`config.mk`:
```
export PLATFORM = sky130hd
export DESIGN_NAME = irq_combiner
export DESIGN_NICKNAME = d
export VERILOG_FILES = /design/src/rtl/irqc_pkg.sv /design/src/rtl/irqc_sync.sv /design/src/rtl/irqc_gate.sv /design/src/rtl/irqc_regs.sv /design/src/rtl/irq_combiner.sv
export SDC_FILE = /design/constraint.sdc
export NUM_CORES = 1
export LEC_CHECK = 0
export BUFFER_PORTS_ARGS = -buffer_cell sky130_fd_sc_hd__buf_2
export CORE_ASPECT_RATIO = 0.8
export CORE_MARGIN = 2
export CORE_UTILIZATION = 59
export CTS_BUF_LIST = sky130_fd_sc_hd__clkbuf_4 sky130_fd_sc_hd__clkbuf_8
export CTS_CLUSTER_SIZE = 12
export DETAILED_ROUTE_END_ITERATION = 10
export PLACE_DENSITY = 0.86
export SYNTH_ARGS = -nofsm -noshare
export SYNTH_HDL_FRONTEND = slang
export SYNTH_SLANG_ARGS = --single-unit
```
`constraint.sdc`:
```
create_clock -name pclk -period 3.17 [get_ports pclk]
set_clock_uncertainty 0.05 [all_clocks]
set_input_delay 0.634 -clock pclk [delete_from_list [all_inputs] [get_ports pclk]]
set_output_delay 0.634 -clock pclk [all_outputs]
set_load 0.005 [all_outputs]
```
`src/rtl/irqc_pkg.sv`:
```
`timescale 1ns/1ps
package irqc_pkg;
    localparam int WORD_W = 32;
    localparam int VEC_W  = 64;

    // word offsets decoded from paddr[5:0]
    localparam logic [5:0] OFS_EN_LO  = 6'h00;
    localparam logic [5:0] OFS_EN_HI  = 6'h04;
    localparam logic [5:0] OFS_BLK_LO = 6'h08;
    localparam logic [5:0] OFS_BLK_HI = 6'h0C;
    localparam logic [5:0] OFS_ST_LO  = 6'h30;
    localparam logic [5:0] OFS_ST_HI  = 6'h34;

    typedef struct packed {
        logic [VEC_W-1:0] en;
        logic [VEC_W-1:0] blk;
    } ctl_regs_t;
endpackage

```
`src/rtl/irqc_sync.sv`:
```
`timescale 1ns/1ps
module irqc_sync #(
    parameter int W = 64
) (
    input  logic         clk,
    input  logic         rst_n,
    input  logic [W-1:0] d,
    output logic [W-1:0] q
);
    typedef struct packed {
        logic [W-1:0] s1;
        logic [W-1:0] s2;
    } sync_t;

    sync_t sy_d, sy_q;

    always_comb begin
        sy_d.s1 = d;
        sy_d.s2 = sy_q.s1;
    end

    always_ff @(posedge clk or negedge rst_n) begin
        if (!rst_n) sy_q <= '0;
        else        sy_q <= sy_d;
    end

    assign q = sy_q.s2;
endmodule

```
`src/rtl/irqc_gate.sv`:
```
`timescale 1ns/1ps
module irqc_gate import irqc_pkg::*; #(
    parameter int NUM_SRC = 64
) (
    input  logic [NUM_SRC-1:0] src_s,
    input  logic [VEC_W-1:0]   en,
    input  logic [VEC_W-1:0]   blk,
    output logic [VEC_W-1:0]   fin,
    output logic               any
);
    logic [VEC_W-1:0] src_ext;
    assign src_ext = VEC_W'(src_s);

    for (genvar i = 0; i < VEC_W; i++) begin : g_bit
        assign fin[i] = src_ext[i] & en[i] & ~blk[i];
    end

    assign any = |fin;
endmodule

```
`src/rtl/irqc_regs.sv`:
```
`timescale 1ns/1ps
module irqc_regs import irqc_pkg::*; #(
    parameter int NUM_SRC = 64,
    parameter int ADDR_W  = 8
) (
    input  logic              clk,
    input  logic              rst_n,
    input  logic              psel,
    input  logic              penable,
    input  logic              pwrite,
    input  logic [ADDR_W-1:0] paddr,
    input  logic [WORD_W-1:0] pwdata,
    input  logic [VEC_W-1:0]  fin_stat,
    output logic [WORD_W-1:0] prdata,
    output logic [VEC_W-1:0]  en_o,
    output logic [VEC_W-1:0]  blk_o
);
    localparam logic [VEC_W:0]   LIM  = (65'd1 << NUM_SRC) - 65'd1;
    localparam logic [VEC_W-1:0] IMPL = LIM[VEC_W-1:0];

    ctl_regs_t rg_d, rg_q;
    logic       in_range;
    logic [5:0] ofs;
    logic       wr_hit;
    logic       rd_hit;

    always_comb begin
        in_range = (paddr[ADDR_W-1:6] == '0);
        ofs      = paddr[5:0];
        wr_hit   = psel & penable & pwrite & in_range;
        rd_hit   = psel & ~pwrite & in_range;

        rg_d = rg_q;
        if (wr_hit) begin
            case (ofs)
                OFS_EN_LO:  rg_d.en[31:0]   = pwdata & IMPL[31:0];
                OFS_EN_HI:  rg_d.en[63:32]  = pwdata & IMPL[63:32];
                OFS_BLK_LO: rg_d.blk[31:0]  = pwdata & IMPL[31:0];
                OFS_BLK_HI: rg_d.blk[63:32] = pwdata & IMPL[63:32];
                default: ;
            endcase
        end

        prdata = '0;
        if (rd_hit) begin
            case (ofs)
                OFS_EN_LO:  prdata = rg_q.en[31:0];
                OFS_EN_HI:  prdata = rg_q.en[63:32];
                OFS_BLK_LO: prdata = rg_q.blk[31:0];
                OFS_BLK_HI: prdata = rg_q.blk[63:32];
                OFS_ST_LO:  prdata = fin_stat[31:0];
                OFS_ST_HI:  prdata = fin_stat[63:32];
                default: ;
            endcase
        end
    end

    always_ff @(posedge clk or negedge rst_n) begin
        if (!rst_n) rg_q <= '0;
        else        rg_q <= rg_d;
    end

    assign en_o  = rg_q.en;
    assign blk_o = rg_q.blk;
endmodule

```
`src/rtl/irq_combiner.sv`:
```
`timescale 1ns/1ps
module irq_combiner import irqc_pkg::*; #(
    parameter int NUM_SRC = 64,
    parameter int ADDR_W  = 8
) (
    input  logic              pclk,
    input  logic              presetn,
    input  logic              psel,
    input  logic              penable,
    input  logic              pwrite,
    input  logic [ADDR_W-1:0] paddr,
    input  logic [31:0]       pwdata,
    output logic [31:0]       prdata,
    output logic              pready,
    output logic              pslverr,
    input  logic [NUM_SRC-1:0] irq_src,
    output logic              irq_out
);
    logic [NUM_SRC-1:0] src_s;
    logic [VEC_W-1:0]   fin_vec;
    logic [VEC_W-1:0]   en_vec;
    logic [VEC_W-1:0]   blk_vec;

    irqc_sync #(.W(NUM_SRC)) u_sync (
        .clk   (pclk),
        .rst_n (presetn),
        .d     (irq_src),
        .q     (src_s)
    );

    irqc_regs #(.NUM_SRC(NUM_SRC), .ADDR_W(ADDR_W)) u_regs (
        .clk      (pclk),
        .rst_n    (presetn),
        .psel     (psel),
        .penable  (penable),
        .pwrite   (pwrite),
        .paddr    (paddr),
        .pwdata   (pwdata),
        .fin_stat (fin_vec),
        .prdata   (prdata),
        .en_o     (en_vec),
        .blk_o    (blk_vec)
    );

    irqc_gate #(.NUM_SRC(NUM_SRC)) u_gate (
        .src_s (src_s),
        .en    (en_vec),
        .blk   (blk_vec),
        .fin   (fin_vec),
        .any   (irq_out)
    );

    assign pready  = 1'b1;
    assign pslverr = 1'b0;
endmodule

```
* Word-level counts from Yosys, hierarchy flattened
Index checks and enable logic that the tools add are counted.
** Cells by class
- Mux-type cells :: 2
- Equal/unequal tests :: 5
- Reduce and logical (&&, ||, !) cells :: 7
- Bitwise logic cells :: 198
** Operator list (number)
- 32-bit case mux with 6 select lines :: 1
- 1-bit bitwise AND :: 133
- 1-bit inverter :: 65
- 64-bit OR reduction :: 1
- 32-bit two-way mux :: 1
- 6-bit by 4-bit equality test with 1-bit output (second input constant) :: 2
- 6-bit equality test (second input constant) :: 2
- 2-bit AND reduction :: 4
- 6-bit by 3-bit equality test with 1-bit output (second input constant) :: 1
- 6-bit logical NOT :: 1
- 2-bit logical NOT :: 1
** Word-level totals
- Input bits :: 109
- Register bits :: 256
- Output and inout bits :: 35
- Logic and storage cells :: 218

* Depth between registers and ports, before layout
Gate-level depths: netlist of run 1.
- Word-level depth :: 4
- Depth in mapped cells :: 7
- Depth with buffers taken out :: 4

* Cells and area by module
A second synthesis of run 1 with hierarchy kept.
** Unflattened totals
- Cell total of the unflattened synthesis :: 719
- Area total of the unflattened synthesis :: 10572.6 µm²
** By module, submodules not included
- irqc_regs :: sequential area each 3203.1 µm², cells an instance 437, area an instance 6715.2 µm², instances 1
- irqc_sync :: sequential area each 3203.1 µm², cells an instance 128, area an instance 3203.1 µm², instances 1
- irqc_gate :: sequential area each 0.0 µm², cells an instance 150, area an instance 631.9 µm², instances 1
- irq_combiner :: sequential area each 0.0 µm², cells an instance 4, area an instance 22.5 µm², instances 1

* Worst setup path after synthesis of run 1
No wires, ideal clock.
- Path type :: input-to-output
- From :: input port paddr[2]
- To :: output port prdata[19]
- Data required time :: 2.486 ns
- Buffers on the path :: 3
- Stages on the path :: 6
- Slack :: 0.460 ns
- Arrival :: 2.026 ns
- Cell sequence :: buf_2 buf_1 clkbuf_1 mux4_2 a22oi_1 nor2_1
** Between the ends
- Cells in the longest elaborated chain, start to end :: 3
- Elaborated cells between the ends (all ways) :: 8
- Classes of those cells :: eq/ne (5); mux (2); reduce/logical (1)
** RTL lines
- from (decl) :: line irq_combiner.sv:11 : input logic [ADDR_W-1:0] paddr,
- 6-bit equality test, or another cell as far along :: line irqc_regs.sv:46 : case (ofs)
- 32-bit case mux with 6 select lines * :: line irqc_regs.sv:46
- 32-bit two-way mux * :: line irqc_regs.sv:45 : if (rd_hit) begin
- to (decl) :: line irq_combiner.sv:13 : output logic [31:0] prdata,
Mark *: on every way between the ends. The rest lies on a longest branch, timed or not.

* Final worst setup path of run 1
- From :: input port paddr[1]
- To :: output port prdata[21]
The elaborated chain is that of the path after synthesis.

==> impl_metrics.tcl, run 1 <==
set metrics [dict create \
    worst-r2r-setup-slack_ns 2.30 \
    cts_inserted_buffers 39 \
    part_of_the_total_power_dissipated_in_sequential_elements_pct 52.1 \
    post-cts-setup-buffers 0 \
    first_global_vias 6864 \
    die_height_um 122 \
    port_buffers 141 \
    cts-htree-levels 2 \
    maxSlewHeadroom_pct 51.2 \
    p_sw_share_pct 22.0 \
    critical_path_peak_fanout 22 \
    outcome "finished clean" \
    rr_worst_depth 1 \
    grt_start_max_net_pins 97 \
    timing.final.hold_violations 0 \
    cts_tree "yes" \
    crit_required_ns 2.49 \
    post_drt_via_cell_ratio 6.01 \
    timing.setup.critical_path_class "in -> out" \
    antenna_found_initial 4 \
    p_switching_mw 1.45 \
    powerDensity_nw_per_um2 538 \
    post_cts.resized_instances 0 \
    post_synth_instance_area_um2 10300 \
    timing_max_transition_violations_final 0 \
    netlist_instances 694 \
    synthesis.yosys.warnings 0 \
    post-dp-hpwl_mm 16.2 \
    layout_common_cells "sky130_fd_sc_hd__dfrtp_1, sky130_fd_sc_hd__buf_2, sky130_fd_sc_hd__mux2_2, sky130_fd_sc_hd__nand3b_1, sky130_fd_sc_hd__clkbuf_8" \
    power.leakage_nw 5.78 \
    timing.final.crit_share_pct 93.0 \
    ioPinCount 144 \
    internal-power_mw 5.13 \
    clkTransAtPathRegs_ns 0.07 \
    critPathCaptureType "primary output" \
    max_cap_viols 0 \
    layout.cell_area.non_filler_um2 12200 \
    cts_hold_buf 0 \
    placed_cell_area_um2 11400 \
    nets 976 \
    finalCriticalPeriod_ns 2.95 \
    leftover_overflow_at_the_end_of_global_routing 0 \
    timing.hold.worst.class "in -> async" \
    post_route_cells_drive_above_1_share_pct 43.8 \
    netlist-cell-type-count 36 \
    effective_utilization_at_floorplan_pct 59.9 \
    finalSetupViolations 0 \
    dr.pass1.iters 9 \
    worst_slew_pin_slew_ns 0.732 \
    vias 6748 \
    synth.net_count 803 \
    route.final.wire_length_mm 23.9 \
    chipWidth_um 152 \
    worst_reg2reg_path_endpoint "u_regs.blk_o[22]" \
    combinationalPowerShare_pct 4.9 \
    critical_path.startpoint_type "input pin" \
    crit_arrival_ns 2.26 \
    most_common_cell_after_layout_fill_and_taps_aside "sky130_fd_sc_hd__dfrtp_1" \
    post-route-drc-count 0 \
    drt-initial-drc-count 511 \
    top_flip_flop_cell_by_instance_count_after_synthesis "sky130_fd_sc_hd__dfrtp_1" \
    synth-async-reset-ratio_pct 100 \
    clk_latency_ns 0.53 \
    yosysSeqAreaShare_pct 62.2 \
    holdWs_ns 0.0785 \
    area_growth_from_synthesis_to_layout_pct 18.7 \
    total_negative_setup_slacks_ns 0 \
    die_area_um2 18500 \
    fmax_achieved_ghz 0.339 \
    grtUsageTotal_pct 26.8 \
    cts_num_sinks 256 \
    placement_row_count 43 \
    first_pass_grt_wire_length_mm 37.0 \
    grt_setup_unrepaired "no" \
    launch_instance_of_the_worst_register_to_register_path "u_regs.blk_o[22]" \
    core_region_area_um2 17200 \
    cts.root.buffer_cell "sky130_fd_sc_hd__clkbuf_8" \
    final_antenna_net_count 0 \
    cts.path.max_buffers 3 \
    route.detailed.wl_per_inst_um 21.3 \
    avgSynthCellArea_um2 14.8 \
    routabilityCongestion 0.897 \
    total_of_flip_flops_plus_latches_after_synthesis 256 \
    number_of_synthesized_flops_with_an_enable_pin 0 \
    vdd.ir_drop.worst_uv 383 \
    clockPowerShare_pct 43.0 \
]
[cell type report]
cell class                      count  area, µm²
Sequential cell                   256       6410
Fill cell                        1160       4980
Multi-Input combinational cell    395       3690
Timing Repair Buffer              171       1000
Clock buffer                       65        776
Tap cell                          225        282
Clock inverter                      4       53.8
Inverter                            4       15.0
Antenna cell                        3       7.51
[per-stage QoR]
stage / power, mW / utilization, % / setup slack, ns / instances
4_1_cts: 6.64 / 71.0 / 0.266 / 1120
6_report: 6.58 / 71.1 / 0.221 / 1123
5_1_grt: 6.84 / 71.0 / 0.128 / 1120
2_1_floorplan: 3.58 / - / 0.460 / 694
3_5_place_dp: 3.80 / 66.2 / 0.259 / 1051
3_3_place_gp: 3.79 / 66.2 / 0.272 / 1051
[synthesized netlist by cell type, types with 3 or more instances]
cell                        instances  area share [%]
sky130_fd_sc_hd__o2bb2ai_1          9            0.76
sky130_fd_sc_hd__mux2_2           122              13
sky130_fd_sc_hd__or4_1              9            0.66
sky130_fd_sc_hd__buf_2              9            0.44
sky130_fd_sc_hd__nand2_1           11            0.40
sky130_fd_sc_hd__o2111ai_1          3            0.26
sky130_fd_sc_hd__nor2_1            25            0.91
sky130_fd_sc_hd__mux4_2            22             4.8
sky130_fd_sc_hd__a22oi_1           22             1.6
sky130_fd_sc_hd__a31oi_1            9            0.55
sky130_fd_sc_hd__a21oi_1            5            0.24
sky130_fd_sc_hd__nand3b_1          62             4.5
sky130_fd_sc_hd__buf_4             12            0.87
sky130_fd_sc_hd__o21ai_0            8            0.39
sky130_fd_sc_hd__mux2i_1           31             3.0
sky130_fd_sc_hd__mux2_1             6            0.66
sky130_fd_sc_hd__clkbuf_1          17            0.62
sky130_fd_sc_hd__nand2b_1           5            0.30
sky130_fd_sc_hd__nor4_1            13            0.79
sky130_fd_sc_hd__nand4_1           14            0.85
sky130_fd_sc_hd__dfrtp_1          256              62
sky130_fd_sc_hd__inv_1              4            0.15
[power groups by stage]
| stage | registers, mW | clock network, mW | logic [mW] |
|---|---|---|---|
| floorplan | 3.46 | 0 | 0.121 |
| global placement | 3.48 | 0 | 0.314 |
| detailed placement | 3.48 | 0 | 0.321 |
| CTS | 3.43 | 2.89 | 0.323 |
| global route | 3.43 | 3.05 | 0.352 |
| finish | 3.43 | 2.83 | 0.321 |
[per-layer routing]
metal  up-vias  track usage (%)  share of wire (%)
li1       2946                -                  -
met1      3359             37.8                 42
met2       362             40.2                 45
met3        79             8.01                 11
met4         2             9.03                3.0
met5         -                0              0.029
[cells by family (layout without fill, tap and decap cells)]
group           count (synthesis)  count (layout)  synth area share, %
simple gates                  155             155                 9.94
buf+inv                        43             244                 2.11
compound gates                 57              57                 3.90
other cells                     2               5               0.0729
flops                         256             256                 62.2
mux                           181             181                 21.8
[critical path, cell delays in order]
cell	delay [ns]
sky130_fd_sc_hd__buf_2	0.13
sky130_fd_sc_hd__or2_2	0.47
sky130_fd_sc_hd__or4_1	0.52
sky130_fd_sc_hd__a31oi_1	0.32
sky130_fd_sc_hd__buf_2	0.18
[state kept, by name, summed over array words and instances, names as in the netlist]
register	cells
u_sync.q	64
u_regs.blk_o	64
u_sync.sy_d	64
u_regs.en_o	64
[worst max-delay path by stage]
| stage | startpoint | end | depth (start not counted) |
|---|---|---|---|
| after floorplan | paddr[2] | prdata[19] | 6 |
| after global placement | paddr[1] | prdata[21] | 5 |
| after detailed placement | paddr[1] | prdata[21] | 5 |
| after CTS | paddr[1] | prdata[21] | 5 |
| after global routing | paddr[3] | prdata[21] | 7 |
| final | paddr[1] | prdata[21] | 5 |
No activity file was read; power rests on OpenSTA's default activity.
==> run 2: changes to the inputs <==
--- a/config.mk
+++ b/config.mk
@@ -8,11 +8,12 @@
 export BUFFER_PORTS_ARGS = -buffer_cell sky130_fd_sc_hd__buf_2
 export CORE_ASPECT_RATIO = 0.8
 export CORE_MARGIN = 2
-export CORE_UTILIZATION = 59
+export CORE_UTILIZATION = 60
 export CTS_BUF_LIST = sky130_fd_sc_hd__clkbuf_4 sky130_fd_sc_hd__clkbuf_8
 export CTS_CLUSTER_SIZE = 12
 export DETAILED_ROUTE_END_ITERATION = 10
-export PLACE_DENSITY = 0.86
+export PLACE_DENSITY = 0.87
 export SYNTH_ARGS = -nofsm -noshare
 export SYNTH_HDL_FRONTEND = slang
+export SYNTH_HIERARCHICAL = 1
 export SYNTH_SLANG_ARGS = --single-unit
==> run 2 against run 1 <==
Net effect: cell area rose by 1.5%; sequential share of layout area decreased by 0.75 points; critical path depth grew 1; die area grew 0.86%; utilization grew 0.81 points; first-iteration DRC count down 21%; synthesized cell count grew 3.6%; combinational power grew 4%; synthesized area up 2.6%; via count shrank 2.2%; global-route usage about the same; power shrank 0.90%; largest cell class unchanged.
==> impl_metrics.tcl, run 2 <==
set metrics [dict create \
    synth_area_leader "sky130_fd_sc_hd__dfrtp_1" \
    netlist-cell-type-count 31 \
    yosysSeqAreaShare_pct 60.6 \
    ioPinCount 144 \
    post_drt_via_cell_ratio 5.80 \
    layout_common_cells "sky130_fd_sc_hd__dfrtp_1, sky130_fd_sc_hd__buf_2, sky130_fd_sc_hd__nand2_1, sky130_fd_sc_hd__nor2_1, sky130_fd_sc_hd__mux2_4" \
    die_area_um2 18700 \
    list_of_cells_traversed_by_the_critical_path "nand2_1 > nor2_1 > nor4_1 > nand4_1 > or4_1 > buf_2" \
    clk_latency_ns 0.53 \
    timing.setup.critical_path_class "reg -> out" \
    finalCriticalPeriod_ns 3.12 \
    vdd.ir_drop.worst_uv 365 \
    core_region_area_um2 17300 \
    synthTopCellsByArea "sky130_fd_sc_hd__dfrtp_1, sky130_fd_sc_hd__mux2_4, sky130_fd_sc_hd__mux4_2" \
    critPathCaptureType "primary output" \
    total_of_flip_flops_plus_latches_after_synthesis 256 \
    leftover_overflow_at_the_end_of_global_routing 0 \
    post_route_cells_drive_above_1_share_pct 42.5 \
    chipWidth_um 152 \
    crit_required_ns 2.49 \
    antenna_found_initial 1 \
    launch_instance_of_the_worst_register_to_register_path "u_regs/en_o[23]" \
    combinationalPowerShare_pct 5.1 \
    outcome "finished clean" \
    timing_max_transition_violations_final 0 \
    max_cap_viols 0 \
    routabilityCongestion 0.844 \
    cts_tree "yes" \
    cts.path.max_buffers 3 \
    post-cts-setup-buffers 0 \
    final_antenna_net_count 0 \
    critical_path.startpoint_type "flip-flop" \
    rr_worst_depth 1 \
    placement_row_count 43 \
    grt_start_max_net_pins 94 \
    vias 6598 \
    effective_utilization_at_floorplan_pct 61.2 \
    timing.final.crit_share_pct 98.4 \
    nets 998 \
    number_of_synthesized_flops_with_an_enable_pin 0 \
    avgSynthCellArea_um2 14.7 \
    cpMaxStageDelayCell "sky130_fd_sc_hd__or4_1" \
    power.leakage_nw 6.01 \
    post-dp-hpwl_mm 15.9 \
    placed_cells_incl_taps 1073 \
    worst_reg2reg_path_endpoint "u_regs/en_o[23]" \
    p_sw_share_pct 22.2 \
    timing.hold.worst.class "in -> async" \
    critical_path_buf_inv_count 1 \
    die_height_um 123 \
    most_common_cell_after_layout_fill_and_taps_aside "sky130_fd_sc_hd__dfrtp_1" \
    port_buffers 141 \
    finalSetupViolations 0 \
    cpLargestDelayFamily "simple AND/OR/NAND/NOR gates" \
    part_of_the_total_power_dissipated_in_sequential_elements_pct 52.5 \
    cts_inserted_buffers 39 \
    powerDensity_nw_per_um2 525 \
    cell_count_final_fillers_out 1137 \
    drt-initial-drc-count 404 \
    route.final.wire_length_mm 24.4 \
    synth.net_count 828 \
    post_synth_instance_area_um2 10600 \
    netlist_instances 719 \
    synth-async-reset-ratio_pct 100 \
    first_pass_grt_wire_length_mm 38.3 \
    cp_slowest_stage_delay_ns 0.49 \
    top_flip_flop_cell_by_instance_count_after_synthesis "sky130_fd_sc_hd__dfrtp_1" \
    maxSlewHeadroom_pct 53.5 \
    cts_num_sinks 256 \
    grt_setup_unrepaired "no" \
    critical_path_peak_fanout 3 \
    cell_with_the_most_instances_after_synthesis "sky130_fd_sc_hd__dfrtp_1" \
    p_switching_mw 1.45 \
    route.detailed.wl_per_inst_um 21.5 \
    synthesis.yosys.warnings 6 \
    holdWs_ns 0.0754 \
    fmax_achieved_ghz 0.321 \
    internal-power_mw 5.07 \
    dr.pass1.iters 5 \
    timing.final.hold_violations 0 \
    crit_arrival_ns 2.44 \
    num-fill-cells 1084 \
    grtUsageTotal_pct 26.7 \
    worst-r2r-setup-slack_ns 2.30 \
    synth_top_area_share_pct 60.6 \
    cts-htree-levels 2 \
    worst_slew_pin_slew_ns 0.698 \
    ys_top_cells_by_count "sky130_fd_sc_hd__dfrtp_1, sky130_fd_sc_hd__nand2_1, sky130_fd_sc_hd__nor2_1" \
    post-route-drc-count 0 \
    cts.root.buffer_cell "sky130_fd_sc_hd__clkbuf_8" \
    area_growth_from_synthesis_to_layout_pct 17.4 \
    first_global_vias 6930 \
    total_negative_setup_slacks_ns 0 \
    clkTransAtPathRegs_ns 0.06 \
    clockPowerShare_pct 42.4 \
]
==> run 2: stage by stage <==
step / utilization [%] / setup WS [ns] / total power, mW / instance area [µm²]
detailed placement: 67.2 / 0.267 / 3.81 / 11600
global placement: 67.2 / 0.313 / 3.80 / 11600
CTS: 71.7 / 0.0456 / 6.58 / 12400
floorplan: - / 0.453 / 3.59 / 10600
finish: 71.9 / 0.0506 / 6.52 / 12400
global route: 71.9 / 0.0346 / 6.77 / 12400
==> run 2: cells by family after synthesis <==
kind of cell	Yosys count	synth area share, %
DFF	256	60.6
muxes	192	25.6
and+or+nand+nor	169	7.60
buffers and inverters	67	3.47
AOI/OAI and AO/OA	33	2.64
other	2	0.0710
==> run 2: routing by layer <==
metal	vias to the layer above	GRT usage (%)	wire length, µm
met5	-	0	0
met4	0	9.84	696
met3	59	6.21	1760
met2	275	41.6	11300
met1	3377	37.8	10600
li1	2887	-	-
==> run 2: power by group through the flow <==
stage          Clock, mW  Combinational [mW]  Sequential (mW)
2_1_floorplan          0               0.131             3.46
4_1_cts             2.82               0.337             3.42
3_5_place_dp           0               0.335             3.48
3_3_place_gp           0               0.326             3.48
6_report            2.76               0.333             3.42
5_1_grt             2.98               0.366             3.43
==> run 2: what timing repair did <==
| action | CTS | global route |
|---|---|---|
| gates resized for setup | 0 | 3 |
| hold buffers | 0 | 0 |
| setup endpoints to repair | 0 | 1 |
==> run 2: area by class of cell <==
cell class | instances | area [µm²] | share of cell area, %
Sequential cell | 256 | 6410 | 51.6
Multi-Input combinational cell | 396 | 3820 | 30.8
Timing Repair Buffer | 165 | 998 | 8.04
Clock buffer | 58 | 736 | 5.93
Tap cell | 225 | 282 | 2.27
Inverter | 31 | 116 | 0.938
Clock inverter | 5 | 52.6 | 0.423
Antenna cell | 1 | 2.50 | 0.0202
==> run 2: worst max path at each step <==
stage	to	cells past startpoint	startpoint	slack (ns)
2_1_floorplan	prdata[30]	5	paddr[7]	0.45
3_3_place_gp	u_regs/blk_o[26]	6	paddr[7]	0.31
3_5_place_dp	prdata[13]	6	paddr[1]	0.27
4_1_cts	irq_out	6	u_regs/en_o[54]	0.05
5_1_grt	irq_out	6	u_regs/en_o[24]	0.03
6_report	irq_out	6	u_regs/en_o[24]	0.05
